$ cat config.mk
export PLATFORM = sky130hd
export DESIGN_NAME = sync_code_decoder
export DESIGN_NICKNAME = d
export VERILOG_FILES = /design/src/rtl/scd_pkg.sv /design/src/rtl/scd_code_match.sv /design/src/rtl/scd_order_fsm.sv /design/src/rtl/sync_code_decoder.sv
export SDC_FILE = /design/constraint.sdc
export NUM_CORES = 1
export LEC_CHECK = 0
export BUFFER_PORTS_ARGS = -buffer_cell sky130_fd_sc_hd__buf_2
export CAP_MARGIN = 20
export CORE_ASPECT_RATIO = 1.2
export CORE_UTILIZATION = 38
export CTS_CLUSTER_DIAMETER = 60
export CTS_CLUSTER_SIZE = 40
export DETAILED_ROUTE_END_ITERATION = 16
export PLACE_DENSITY = 0.84
export RECOVER_POWER = 100
export SLEW_MARGIN = 10
export SYNTH_ARGS = -nofsm -noshare
export SYNTH_HDL_FRONTEND = slang
export SYNTH_SLANG_ARGS = --single-unit
$ cat constraint.sdc
create_clock -name clk -period 1.35 [get_ports clk]
set_input_delay 0.2025 -clock clk [delete_from_list [all_inputs] [get_ports clk]]
set_output_delay 0.2025 -clock clk [all_outputs]
set_load 0.03 [all_outputs]
$ cat src/rtl/scd_pkg.sv
package scd_pkg;
   typedef enum logic [1:0] {
      ST_IDLE  = 2'd0,
      ST_FRAME = 2'd1,
      ST_LINE  = 2'd2
   } scd_state_e;

   localparam int unsigned NUM_CODES = 4;
   localparam int unsigned IDX_FS = 0;
   localparam int unsigned IDX_LS = 1;
   localparam int unsigned IDX_LE = 2;
   localparam int unsigned IDX_FE = 3;
endpackage

$ cat src/rtl/scd_code_match.sv
module scd_code_match #(
   parameter int unsigned DATA_W = 8
) (
   input  logic [DATA_W-1:0] byte_i,
   input  logic [DATA_W-1:0] code_i,
   input  logic [DATA_W-1:0] unmask_i,
   output logic              hit_o
);
   logic [DATA_W-1:0] diff;
   assign diff  = (byte_i ^ code_i) & unmask_i;
   assign hit_o = (diff == '0);
endmodule

$ cat src/rtl/scd_order_fsm.sv
module scd_order_fsm
   import scd_pkg::*;
#(
   parameter int unsigned N_CODES = NUM_CODES
) (
   input  logic               clk,
   input  logic               rst_n,
   input  logic               advance_i,
   input  logic               flush_i,
   input  logic [N_CODES-1:0] hit_i,
   output scd_state_e         next_o,
   output logic               pixel_o,
   output logic               err_o
);
   scd_state_e state_q;
   logic       any_hit;

   assign any_hit = |hit_i;

   always_comb begin
      next_o  = state_q;
      pixel_o = 1'b0;
      err_o   = 1'b0;
      unique case (state_q)
         ST_IDLE: begin
            if (hit_i[IDX_FS])   next_o = ST_FRAME;
            else if (any_hit)    err_o  = 1'b1;
         end
         ST_FRAME: begin
            if (hit_i[IDX_LS])      next_o = ST_LINE;
            else if (hit_i[IDX_FE]) next_o = ST_IDLE;
            else if (any_hit) begin
               err_o  = 1'b1;
               next_o = ST_IDLE;
            end
         end
         ST_LINE: begin
            if (hit_i[IDX_LE])   next_o = ST_FRAME;
            else if (any_hit) begin
               err_o  = 1'b1;
               next_o = ST_IDLE;
            end
            else                 pixel_o = 1'b1;
         end
         default:                next_o = ST_IDLE;
      endcase
   end

   always_ff @(posedge clk or negedge rst_n) begin
      if (!rst_n)         state_q <= ST_IDLE;
      else if (flush_i)   state_q <= ST_IDLE;
      else if (advance_i) state_q <= next_o;
   end
endmodule

$ cat src/rtl/sync_code_decoder.sv
module sync_code_decoder
   import scd_pkg::*;
#(
   parameter int unsigned DATA_W = 8
) (
   input  logic              clk,
   input  logic              rst_n,
   input  logic              sample_en,
   input  logic              embedded_mode,
   input  logic              compressed_mode,
   input  logic              hw_frame,
   input  logic              hw_line,
   input  logic [DATA_W-1:0] data_in,
   input  logic [DATA_W-1:0] code_fs,
   input  logic [DATA_W-1:0] code_ls,
   input  logic [DATA_W-1:0] code_le,
   input  logic [DATA_W-1:0] code_fe,
   input  logic [DATA_W-1:0] unmask_fs,
   input  logic [DATA_W-1:0] unmask_ls,
   input  logic [DATA_W-1:0] unmask_le,
   input  logic [DATA_W-1:0] unmask_fe,
   output logic              frame_active,
   output logic              line_active,
   output logic              data_valid,
   output logic [DATA_W-1:0] data_out,
   output logic              sync_err
);
   generate
      if (DATA_W < 2) begin : g_bad_width
         $error("sync_code_decoder: DATA_W must be at least 2");
      end
   endgenerate

   logic [DATA_W-1:0]    code_arr   [NUM_CODES];
   logic [DATA_W-1:0]    unmask_arr [NUM_CODES];
   logic [NUM_CODES-1:0] hits;
   logic                 emb_on;
   scd_state_e           nxt_state;
   logic                 pix_hit;
   logic                 order_err;

   assign code_arr[IDX_FS]   = code_fs;
   assign code_arr[IDX_LS]   = code_ls;
   assign code_arr[IDX_LE]   = code_le;
   assign code_arr[IDX_FE]   = code_fe;
   assign unmask_arr[IDX_FS] = unmask_fs;
   assign unmask_arr[IDX_LS] = unmask_ls;
   assign unmask_arr[IDX_LE] = unmask_le;
   assign unmask_arr[IDX_FE] = unmask_fe;

   assign emb_on = embedded_mode & ~compressed_mode;

   for (genvar gi = 0; gi < NUM_CODES; gi++) begin : g_match
      scd_code_match #(.DATA_W(DATA_W)) u_match (
         .byte_i   (data_in),
         .code_i   (code_arr[gi]),
         .unmask_i (unmask_arr[gi]),
         .hit_o    (hits[gi])
      );
   end

   scd_order_fsm #(.N_CODES(NUM_CODES)) u_fsm (
      .clk       (clk),
      .rst_n     (rst_n),
      .advance_i (sample_en & emb_on),
      .flush_i   (sample_en & ~emb_on),
      .hit_i     (hits),
      .next_o    (nxt_state),
      .pixel_o   (pix_hit),
      .err_o     (order_err)
   );

   always_ff @(posedge clk or negedge rst_n) begin
      if (!rst_n) begin
         frame_active <= 1'b0;
         line_active  <= 1'b0;
         data_valid   <= 1'b0;
         data_out     <= '0;
         sync_err     <= 1'b0;
      end else begin
         data_valid <= 1'b0;
         sync_err   <= 1'b0;
         if (sample_en) begin
            if (emb_on) begin
               frame_active <= (nxt_state != ST_IDLE);
               line_active  <= (nxt_state == ST_LINE);
               data_valid   <= pix_hit;
               sync_err     <= order_err;
               if (pix_hit) data_out <= data_in;
            end else begin
               frame_active <= hw_frame;
               line_active  <= hw_frame & hw_line;
               data_valid   <= hw_frame & hw_line;
               if (hw_frame & hw_line) data_out <= data_in;
            end
         end
      end
   end
endmodule

# [Word-level counts from Yosys, hierarchy flattened]
# Index checks and enable logic that the tools add are counted.
[op_classes] n_eq_ne=4 muxes=26 bitwise_logic=14 n_reduce_logical=10
[op_table] op="AND 8 bit" count=4
[op_table] op="zero test 8 bit" count=4
[op_table] op="bitwise XOR 8 bit" count=4
[op_table] op="two-way mux 8 bit" count=3
[op_table] op="two-way mux 1 bit" count=14
[op_table] op="two-way mux 2 bit" count=7
[op_table] op="case mux 2 bit (3 select lines)" count=1
[op_table] op="nonzero test 2 bit" count=3
[op_table] op="AND 1 bit" count=4
[op_table] op="== test 2 bit (second input constant)" count=2
[op_table] op="OR reduction 4 bit" count=1
[op_table] op="case mux 1 bit (3 select lines)" count=1
[op_table] op="AND reduction 3 bit" count=1
[op_table] op="== test 2 x 1 -> 1 bit (second input constant)" count=1
[op_table] op="zero test 2 bit" count=1
[op_table] op="!= test 2 x 1 -> 1 bit (second input constant)" count=1
[op_table] op="inverter 1 bit" count=2
[word_totals] reg_bits=14 input_bits=79

# [Longest topological paths before layout]
# Gate-level depths: netlist of the first run.
[depth] ltp_word=10 depth_mapped=9 ltp_nobuf=6

# [Modules after synthesis]
# From an unflattened synthesis of the first run, not the netlist that was laid out.
[unflattened] hier_cells=132 area_unflattened_um2=1231.2
[by_module_without_submodules] mod="sync_code_decoder" instances=1 cells_each=57 area_per_inst_um2=596.8 seq_area_each_um2=300.3
[by_module_without_submodules] mod="scd_code_match" instances=4 cells_each=13 area_per_inst_um2=108.9 seq_area_each_um2=0.0
[by_module_without_submodules] mod="scd_order_fsm" instances=1 cells_each=23 area_per_inst_um2=198.9 seq_area_each_um2=50.0

# [Least setup slack after synthesis of the first run]
# OpenSTA, ideal clock, no wires.
[synth_path] path_type="input to register" startpoint="input data_in[6]" endpoint="register line_active" t_arrival_ns=1.440 required_ns=1.224 slack_ns=-0.217 path_stages=8 cell_sequence="buf_4 xor2_1 a22oi_1 nand4_2 nand4_2 buf_6 nor2_1 o32a_1"
[synth_between] elab_chain_len=10 elab_cells_between_ends=21 classes_between="1 x eq/ne; 7 x mux; 8 x bitwise; 5 x reduce/logical"
[synth_lines] item="start, declared" line_no="sync_code_decoder.sv:13" rtl="input logic [DATA_W-1:0] data_in,"
[synth_lines] item="bitwise XOR 8 bit" line_no="scd_code_match.sv:10" rtl="assign diff = (byte_i ^ code_i) & unmask_i;"
[synth_lines] item="AND 8 bit" line_no="scd_code_match.sv:10"
[synth_lines] item="zero test 8 bit" line_no="scd_code_match.sv:11" rtl="assign hit_o = (diff == '0);"
[synth_lines] item="OR reduction 4 bit" line_no="scd_order_fsm.sv:18" rtl="assign any_hit = |hit_i;"
[synth_lines] item="two-way mux 2 bit" line_no="scd_order_fsm.sv:32, scd_order_fsm.sv:39"
[synth_lines] item="two-way mux 2 bit" line_no="scd_order_fsm.sv:31" rtl="else if (hit_i[IDX_FE]) next_o = ST_IDLE;"
[synth_lines] item="two-way mux 2 bit" line_no="scd_order_fsm.sv:30" rtl="if (hit_i[IDX_LS]) next_o = ST_LINE;"
[synth_lines] item="case mux 2 bit (3 select lines) (*)" line_no="scd_order_fsm.sv:24" rtl="unique case (state_q)"
[synth_lines] item="== test 2 bit (*)" line_no="sync_code_decoder.sv:86" rtl="line_active <= (nxt_state == ST_LINE);"
[synth_lines] item="two-way mux 1 bit (*)" line_no="sync_code_decoder.sv:84" rtl="if (emb_on) begin"
[synth_lines] item="end signal, assigned" line_no="sync_code_decoder.sv:86"
[synth_lines] item="end signal, assigned" line_no="sync_code_decoder.sv:92" rtl="line_active <= hw_frame & hw_line;"
[synth_lines] item="end, declared" line_no="sync_code_decoder.sv:23" rtl="output logic line_active,"
# Every way passes the cells marked *; elsewhere a longest branch is shown, timed or not.
# A chain may end at the register's enable or synchronous reset.

# [Final worst setup path of the first run]
[layout_path] startpoint="input code_fe[7]" endpoint="register line_active"
[layout_between] elab_chain_len=10 elab_cells_between_ends=11 classes_between="1 x eq/ne; 6 x mux; 2 x bitwise; 2 x reduce/logical"
[layout_lines] item="start, declared" line_no="sync_code_decoder.sv:17" rtl="input logic [DATA_W-1:0] code_fe,"
[layout_lines] item="bitwise XOR 8 bit (*)" line_no="scd_code_match.sv:10"
[layout_lines] item="AND 8 bit (*)" line_no="scd_code_match.sv:10"
[layout_lines] item="zero test 8 bit (*)" line_no="scd_code_match.sv:11"
[layout_lines] item="OR reduction 4 bit" line_no="scd_order_fsm.sv:18"
[layout_lines] item="two-way mux 2 bit" line_no="scd_order_fsm.sv:32, scd_order_fsm.sv:39"
[layout_lines] item="two-way mux 2 bit" line_no="scd_order_fsm.sv:31"
[layout_lines] item="two-way mux 2 bit" line_no="scd_order_fsm.sv:30"
[layout_lines] item="case mux 2 bit (3 select lines) (*)" line_no="scd_order_fsm.sv:24"
[layout_lines] item="== test 2 bit (*)" line_no="sync_code_decoder.sv:86"
[layout_lines] item="two-way mux 1 bit (*)" line_no="sync_code_decoder.sv:84"
# Marks and branches as above.

==> metrics.txt, run 1 <==
layout cells sized above 1=0.546; crit path buf inv count=2; Final min period=1.46 ns; PortBufs=90; synthesized area=1350 um^2; final core occ=0.708; Power Total=1.84 mW; Sw Share=0.384; Core Rows=23; clock power share=0.194; Worst Hold Class=in -> reg; initial drt markers=84; status=finished with violations; DIE AREA=3810 um^2; P_sw=0.706 mW; unrepaired setup endpoints after global routing=yes; Area Growth Syn to Fin=76.0%; WL/cell=16.2 um; Max Slew Vio Count=0; number of global-route vias before repair=1673; CTS sink cnt=14; Post-synth EDFFs=0; Ys Warns=0; syn avg cell area=8.68 um^2; Fin. Hold Viols=0; via/cell ratio=5.50; final setup TNS=-0.674 ns; largest net degree at the start of global routing=25; gr usage total=0.247; pre-CTS setup slack=-0.491 ns; Yosys reg bits=14; Placed Cells incl. Taps=299; relative slew slack=0.454; initial antenna violation count=0; NumNets Final=352; Skew-Pair Late Insertion Delay=0.26 ns; CTS max path bufs=2; Startpoint Class=input port; Main synth FF type=dfrtp_1; Peak VDD IR=0.818 mV; worst-path cell chain=buf_6, xor2_2, a22oi_2, nand4_1, nand4_4, buf_6, nor2_4, o32a_1; critical path class=in -> reg; post-route cell area=2380 um^2; Fmax=685 MHz; Leakage=1.15 nW; Post-synth ARST share=1.00; failing checks=setup timing; Horiz. Die Dim=56.5 um; worst slew pin tran=0.819 ns; CTS tree=built; Top Ports=91; Sequential Power Share=0.289; Setup Skew=0.00504 ns; max cap viols=0; cell mode on critical path=buf_6; htree depth=1; DP Area=1990 um^2; DR vias=1695; cts bufs inserted=3; PwrDens=772 nW/um^2; first-pass GRT wire length=7.31 mm; Final Routed Wirelength=5.00 mm; Worst Path Arrival=1.59 ns; flip-flop and latch area=350 um^2; combinational power share=0.516; Core Area=3370 um^2; CP max stage delay=0.32 ns; drt drc=0; endpoint type of the worst setup path=flop; worst hold slack=0.393 ns; fin crit share=1.08; remaining antenna violation count=0; gr ovfl total=0; Mapped Nets=235; sequential area share after synthesis=0.259; hpwl dp=3.47 mm; Cell Count, Final, Fillers Out=308; ant diodes=0; CP max FO=6; final setup margin=-0.111 ns; Internal=1.13 mW; CTS clk-pin slew, worst paths=0.05 ns; final setup vio count=13; Pre-Repair DR Iteration Count=4; Root Driver=clkbuf_8; cells after synthesis=156; effective utilization at floorplan=0.402; Worst path top cell family by delay=compound AO/OA/AOI/OAI gates; GP Congestion=0.812; DIE HEIGHT=67.4 um; slowest CP cell=o32a_1; Multi-input gate area=1060 um^2; Netlist cell types=31; Layout fillers=263; worst path required time=1.48 ns
logic make-up (layout without fill, tap and decap cells):
logic type	count (synthesis)	count (layout)	share of synthesized area
mux	1	1	0.00739
xor+xnor	32	32	0.207
compound gates	39	39	0.238
simple gates	45	45	0.186
buf+inv	25	140	0.104
flops	14	14	0.259
worst paths after layout:
kind / from / to / slack, ns / cells past startpoint
min in group asynchronous: rst_n / data_out[3] / 0.55 / 2
worst max register to register: u_fsm.state_q[1] / data_out[7] / -0.08 / 5
worst min register to register: frame_active / frame_active / 0.53 / 2
max in group asynchronous: rst_n / u_fsm.state_q[1] / 0.29 / 2
worst min-delay path: sample_en / data_valid / 0.39 / 2
worst max-delay path: code_fe[7] / line_active / -0.11 / 8
metal layers:
metal | GRT usage | vias up | share of wire
li1 | - | 797 | -
met1 | 0.275 | 788 | 0.37
met2 | 0.484 | 91 | 0.52
met3 | 0.0307 | 19 | 0.065
met4 | 0.0823 | 0 | 0.040
met5 | 0 | - | 0
layout make-up:
class,instances,area share
flip-flops and latches,14,0.147
well taps,37,0.0194
clock buffers,3,0.0173
multi-input cells,117,0.446
repair buffers,127,0.354
inverters,10,0.0158
cell usage after synthesis (2+ instances only):
master    number  area share
xor2_1        32        0.21
a22oi_1       16       0.089
dfrtp_1       14        0.26
nand2_1       12       0.033
nand3_1       10       0.037
inv_1          9       0.025
o221ai_1       9       0.058
buf_4          8       0.044
a311o_1        7       0.052
nor3_1         7       0.026
clkbuf_1       4       0.011
nand4_1        3       0.014
nand4_2        3       0.028
buf_6          2       0.017
nand2b_1       2      0.0092
o22ai_1        2      0.0092
or3_1          2      0.0092
layout by cell type, fill, tap and decap left out, drive strengths merged:
| cell type | count |
|---|---|
| nand4 | 6 |
| o21ai | 1 |
| clkbuf | 16 |
| o22ai | 2 |
| a311o | 7 |
| o21a | 1 |
| dfrtp | 14 |
| o221ai | 9 |
| mux2i | 1 |
| or3b | 1 |
| nor2b | 1 |
| xor2 | 32 |
| and3b | 1 |
| a22oi | 16 |
| nand2 | 12 |
| dlygate4sd3 | 1 |
| inv | 10 |
| nand2b | 2 |
| or3 | 2 |
| nor2 | 1 |
| and3 | 1 |
| nand3 | 10 |
| o22a | 1 |
| nor3 | 7 |
| buf | 113 |
| a211o | 1 |
| o32a | 1 |
| and2 | 1 |
power by group through the flow:
stage	Combinational (mW)	Clock, mW	Sequential (mW)
floorplan	0.382	0	0.627
global placement	0.771	0	0.531
detailed placement	0.784	0	0.533
CTS	0.861	0.345	0.527
global route	1.02	0.370	0.540
finish	0.950	0.357	0.532
flip-flops by register name, summed over array words and instances (netlist names):
signal / cells
data_out: 8
sync_err: 1
data_valid: 1
frame_active: 1
line_active: 1
u_fsm.state_q: 2
timing repair:
| action | 4_1_cts | 5_1_grt |
|---|---|---|
| gates resized for setup | 32 | 32 |
| pin swaps | 25 | 19 |
| gates cloned | 0 | 1 |
| setup buffers | 2 | 2 |
| hold buffers | 1 | 0 |
| endpoints found under the setup margin | 14 | 14 |
| hold endpoints to repair | 14 | 0 |
Note: power is estimated with default switching activity, not from simulation.
==> run 2, diff against run 1 <==
GPL_ROUTABILITY_DRIVEN = 1   (was not set)
REMOVE_ABC_BUFFERS = 1   (was not set)
==> run 2 against run 1 <==
Against the previous run:
- the run still ends with setup timing left
- largest power group unchanged
- count of clock-buffer cells in the layout grew 1
- critical endpoint unchanged
- critical path depth is the same
- cell area shrank 3.8%
- wire length shrank 2.2%
- via count shrank 0.35%
- combinational power shrank 2%
- clock power grew 19%
==> metrics.txt, run 2 (synthesis results as in run 1) <==
DP Area=1970 um^2 (was 1990 um^2); gr usage total=0.246 (was 0.247); initial antenna violation count=0 (unchanged); max cap viols=0 (unchanged); final core occ=0.680 (was 0.708); CTS max path bufs=2 (unchanged); initial drt markers=60 (was 84); largest net degree at the start of global routing=21 (was 25); PortBufs=90 (unchanged); htree depth=1 (unchanged); most common cell after layout, fill and taps aside=buf_2 (unchanged); Skew-Pair Late Insertion Delay=0.25 ns (was 0.26 ns); DIE HEIGHT=67.4 um (unchanged); first-pass GRT wire length=7.29 mm (was 7.31 mm); CP max stage delay=0.31 ns (was 0.32 ns); CTS clk-pin slew, worst paths=0.06 ns (was 0.05 ns); Max Slew Vio Count=0 (unchanged); Crit. Startpoint=data_in[6] (was code_fe[7]); status=finished with violations (unchanged); number of global-route vias before repair=1609 (was 1673); Power Total=1.88 mW (was 1.84 mW); Pre-Repair DR Iteration Count=4 (unchanged); Top Ports=91 (unchanged); CTS sink cnt=14 (unchanged); layout cells sized above 1=0.515 (was 0.546); failing checks=setup timing (unchanged); worst path required time=1.48 ns (about the same); Worst R2R Start=u_fsm.state_q[0] (was u_fsm.state_q[1]); CP max FO=6 (unchanged); reg-to-reg setup timing slack=-0.10 ns (was -0.08 ns); Leakage=1.13 nW (was 1.15 nW); Worst Hold Class=in -> reg (unchanged); post-route cell area=2290 um^2 (was 2380 um^2); Worst Path Arrival=1.59 ns (about the same); Fmax=685 MHz (about the same); Horiz. Die Dim=56.5 um (unchanged); CTS tree=built (unchanged); number of flip-flops under the largest register name=8 (unchanged); hold_sp=sample_en (unchanged); fin crit share=1.08 (about the same); Regs by FF count=data_out: 8 flops, u_fsm.state_q: 2 flops (unchanged); remaining antenna violation count=0 (unchanged); Setup Skew=0.000810 ns (was 0.00504 ns); worst-path cell chain=buf_8, xor2_1, a22oi_1, nand4_1, nand4_4, buf_6, nor2_4, o32a_1 (was buf_6, xor2_2, a22oi_2, nand4_1, nand4_4, buf_6, nor2_4, o32a_1); gr ovfl total=0 (unchanged); Final Routed Wirelength=4.90 mm (was 5.00 mm); Final min period=1.46 ns (about the same); GP Congestion=0.756 (was 0.812); Root Driver=clkbuf_8 (unchanged); via/cell ratio=5.47 (was 5.50); final setup vio count=12 (was 13); most frequent cells in the layout=68 x buf_2, 31 x buf_4, 27 x xor2_1 (was 64 x buf_2, 31 x buf_4, 21 x xor2_1); PwrDens=822 nW/um^2 (was 772 nW/um^2); Reg with most FFs=data_out (unchanged); DR vias=1689 (was 1695); slowest CP cell=o32a_1 (unchanged); pre-CTS setup slack=-0.515 ns (was -0.491 ns); worst hold slack=0.359 ns (was 0.393 ns); NumNets Final=352 (unchanged); ant diodes=0 (unchanged); final setup margin=-0.110 ns (was -0.111 ns); Fin. Hold Viols=0 (unchanged); Peak VDD IR=0.589 mV (was 0.818 mV); drt drc=0 (unchanged); WL/cell=15.8 um (was 16.2 um); cts bufs inserted=3 (unchanged); effective utilization at floorplan=0.402 (unchanged); Startpoint Class=input port (unchanged); critical path class=in -> reg (unchanged); relative slew slack=0.439 (was 0.454); DIE AREA=3810 um^2 (unchanged); unrepaired setup endpoints after global routing=yes (unchanged); Area Growth Syn to Fin=69.2% (was 76.0%); worst slew pin tran=0.842 ns (was 0.819 ns); Core Area=3370 um^2 (unchanged); Core Rows=23 (unchanged); endpoint type of the worst setup path=flop (unchanged); hpwl dp=3.52 mm (was 3.47 mm)
run 2: routing by layer:
layer | routed length [um] | track usage
met1 | 1820 | 0.260
met2 | 2650 | 0.491
met3 | 366 | 0.0479
met4 | 50 | 0.0701
met5 | 0 | 0
run 2: cell type report:
class	count	area [um^2]
fill	264	1080
multi-input combinational	117	997
timing repair buffer	127	805
sequential	14	350
clock buffer	4	55.1
tap	37	46.3
inverter	10	37.5
run 2: critical path: cells and delay by family:
family / cells / cell delay, ns
AOI/OAI and AO/OA: 2 / 0.54
xor gates and xnor gates: 1 / 0.13
buffers and inverters: 2 / 0.26
and+or+nand+nor: 3 / 0.46
run 2: what timing repair did:
action	4_1_cts	5_1_grt
gates cloned	1	0
gates resized for setup	38	12
buffers inserted	3	2
pin swaps	29	4
hold buffers	1	0
setup endpoints to repair	14	14
endpoints found under the hold margin	14	0
run 2: path summary, 6_finish.rpt:
check / to / depth (start not counted)
max: line_active / 8
min: data_valid / 2
max reg2reg: data_out[1] / 6
min reg2reg: frame_active / 2
max in group asynchronous: data_out[2] / 2
min in group asynchronous: u_fsm.state_q[1] / 2
run 2: per-stage QoR:
step                std cells  TNS (ns)
CTS                       307    -0.619
floorplan                 141     -1.45
global placement          298     -5.95
detailed placement        298     -6.38
global route              309     -1.68
finish                    309    -0.803
run 2: power breakdown:
group / internal [mW] / leakage [nW] / switching [mW]
Clock: 0.259 / 0.0288 / 0.166
Sequential: 0.474 / 0.154 / 0.0542
Combinational: 0.443 / 0.950 / 0.487
==> run 3, diff against run 2 <==
PLACE_DENSITY = not set   (was 0.84)
PLACE_DENSITY_LB_ADDON = 0.15   (was not set)
RECOVER_POWER = not set   (was 100)
==> run 3 against run 2 <==
Against the previous run:
- the flow still finishes with violations (setup timing)
- via count shrank 4.5%
- setup slack worse by 0.054 ns
- count of clock-buffer cells in the layout stayed put
- combinational power up 4.2%
- total power increased by 0.67%
- first-iteration DRC count down 55%
- clock skew rose by 0.0010 ns
- sequential cell count unchanged
==> metrics.txt, run 3 (synthesis results as in run 1) <==
reg-to-reg setup timing slack=-0.04 ns (was -0.10 ns); Worst Hold Class=in -> reg (unchanged); WHS Endpoint=frame_active (was data_valid); via/cell ratio=5.27 (was 5.47); CTS tree=built (unchanged); Fin. Hold Viols=0 (unchanged); initial drt markers=27 (was 60); Root Driver=clkbuf_8 (unchanged); Max Slew Vio Count=0 (unchanged); Fmax=660 MHz (was 685 MHz); Leakage=1.17 nW (was 1.13 nW); gr usage total=0.245 (was 0.246); Worst R2R Start=u_fsm.state_q[0] (unchanged); Core Area=3370 um^2 (unchanged); initial antenna violation count=0 (unchanged); top sig layer=met4 (unchanged); CTS clk-pin slew, worst paths=0.06 ns (about the same); ant diodes=0 (unchanged); Layout fillers=277 (was 264); worst path required time=1.47 ns (was 1.48 ns); GP Congestion=0.816 (was 0.756); final setup margin=-0.164 ns (was -0.110 ns); WHS Path Cells=4 (was 2); PortBufs=90 (unchanged); Final min period=1.51 ns (was 1.46 ns); CP max FO=5 (was 6); gr ovfl total=0 (unchanged); Startpoint Class=input port (unchanged); effective utilization at floorplan=0.402 (unchanged); Top Ports=91 (unchanged); wl on met1=1.83 mm (was 1.82 mm); RR Endpoint=data_out[7] (was data_out[1]); htree depth=1 (unchanged); worst hold slack=0.385 ns (was 0.359 ns); met3 WL post-DR=280 um (was 366 um); hold_sp=compressed_mode (was sample_en); Placed Cells incl. Taps=296 (was 298); failing checks=setup timing (unchanged); CTS max path bufs=2 (unchanged); first-pass GRT wire length=7.29 mm (unchanged); most frequent cells in the layout=77 x buf_2, 26 x xor2_1, 26 x buf_4 (was 68 x buf_2, 31 x buf_4, 27 x xor2_1); DIE HEIGHT=67.4 um (unchanged); Worst Path Arrival=1.64 ns (was 1.59 ns); final setup vio count=14 (was 12); number of flip-flops under the largest register name=8 (unchanged); hpwl dp=3.41 mm (was 3.52 mm); Setup Skew=0.00184 ns (was 0.000810 ns); fin crit share=1.12 (was 1.08); NumNets Final=349 (was 352); WL/cell=15.1 um (was 15.8 um); DIE AREA=3810 um^2 (unchanged); number of global-route vias before repair=1615 (was 1609); DR vias=1613 (was 1689); unrepaired setup endpoints after global routing=yes (unchanged); layout cells sized above 1=0.587 (was 0.515); worst slew pin tran=0.421 ns (was 0.842 ns); met2 WL=2.46 mm (was 2.65 mm); Cell Count, Final, Fillers Out=306 (was 309); endpoint type of the worst setup path=flop (unchanged); Area Growth Syn to Fin=76.0% (was 69.2%); PwrDens=796 nW/um^2 (was 822 nW/um^2); status=finished with violations (unchanged); R2R cell count=6 (unchanged); drt drc=0 (unchanged); max cap viols=0 (unchanged); Regs by FF count=data_out: 8 flops, u_fsm.state_q: 2 flops (unchanged); Horiz. Die Dim=56.5 um (unchanged); Crit. Startpoint=data_in[6] (unchanged); Core Rows=23 (unchanged); Skew-Pair Late Insertion Delay=0.24 ns (was 0.25 ns); largest net degree at the start of global routing=25 (was 21); Final Routed Wirelength=4.62 mm (was 4.90 mm); Reg with most FFs=data_out (unchanged); cts bufs inserted=3 (unchanged); relative slew slack=0.719 (was 0.439); most common cell after layout, fill and taps aside=buf_2 (unchanged); CTS sink cnt=14 (unchanged); Pre-Repair DR Iteration Count=4 (unchanged); remaining antenna violation count=0 (unchanged); Peak VDD IR=0.798 mV (was 0.589 mV); critical path class=in -> reg (unchanged)
run 3: metal layers:
| metal | GRT usage | vias up |
|---|---|---|
| met2 | 0.485 | 57 |
| met3 | 0.0345 | 4 |
| li1 | - | 798 |
| met4 | 0.0640 | 0 |
| met1 | 0.274 | 754 |
| met5 | 0 | - |
run 3: what timing repair did:
item / 4_1_cts / 5_1_grt
gates resized for setup: 49 / 16
hold endpoints to repair: 14 / 0
cloned: 1 / 0
hold buffers: 1 / 0
setup endpoints to repair: 14 / 14
pin swaps: 32 / 11
setup buffers: 4 / 0
run 3: where the power goes:
group          switching [mW]  internal [mW]
clock                   0.146          0.258
sequential             0.0485          0.474
combinational           0.488          0.480
run 3: worst max-delay path by stage:
stage                     cells past startpoint     endpoint  slack (ns)
after floorplan                               6  data_out[5]       -0.25
after global placement                        8  data_out[7]       -0.52
after detailed placement                      8  data_out[2]       -0.54
after CTS                                     8  data_out[5]       -0.11
after global routing                          8  data_out[3]       -0.21
final                                         8  data_out[3]       -0.16
run 3: cell type report:
type                       instances  area [um^2]  area share
inverter                          10         37.5      0.0158
tap                               37         46.3      0.0194
multi-input combinational        118         1060       0.446
sequential                        14          350       0.147
timing repair buffer             123          830       0.348
clock buffer                       4         55.1      0.0231
run 3: stage by stage:
step	setup WS (ns)	power [mW]	setup TNS, ns	cell area (um^2)	utilization
final	-0.164	1.90	-1.30	2380	0.708
after global routing	-0.211	2.01	-2.13	2380	0.708
after CTS	-0.109	1.86	-0.608	2290	0.681
after detailed placement	-0.540	1.30	-6.13	1960	0.582
after global placement	-0.519	1.29	-6.03	1960	0.582
after floorplan	-0.254	0.923	-1.45	1250	-
run 3: worst max-delay path, stage by stage:
cell and delay, ns:
buf_12 0.11, xor2_1 0.16, a22oi_1 0.29, nand4_2 0.21, nand4_4 0.19, buf_6 0.13
nor3_2 0.03, a311o_1 0.31
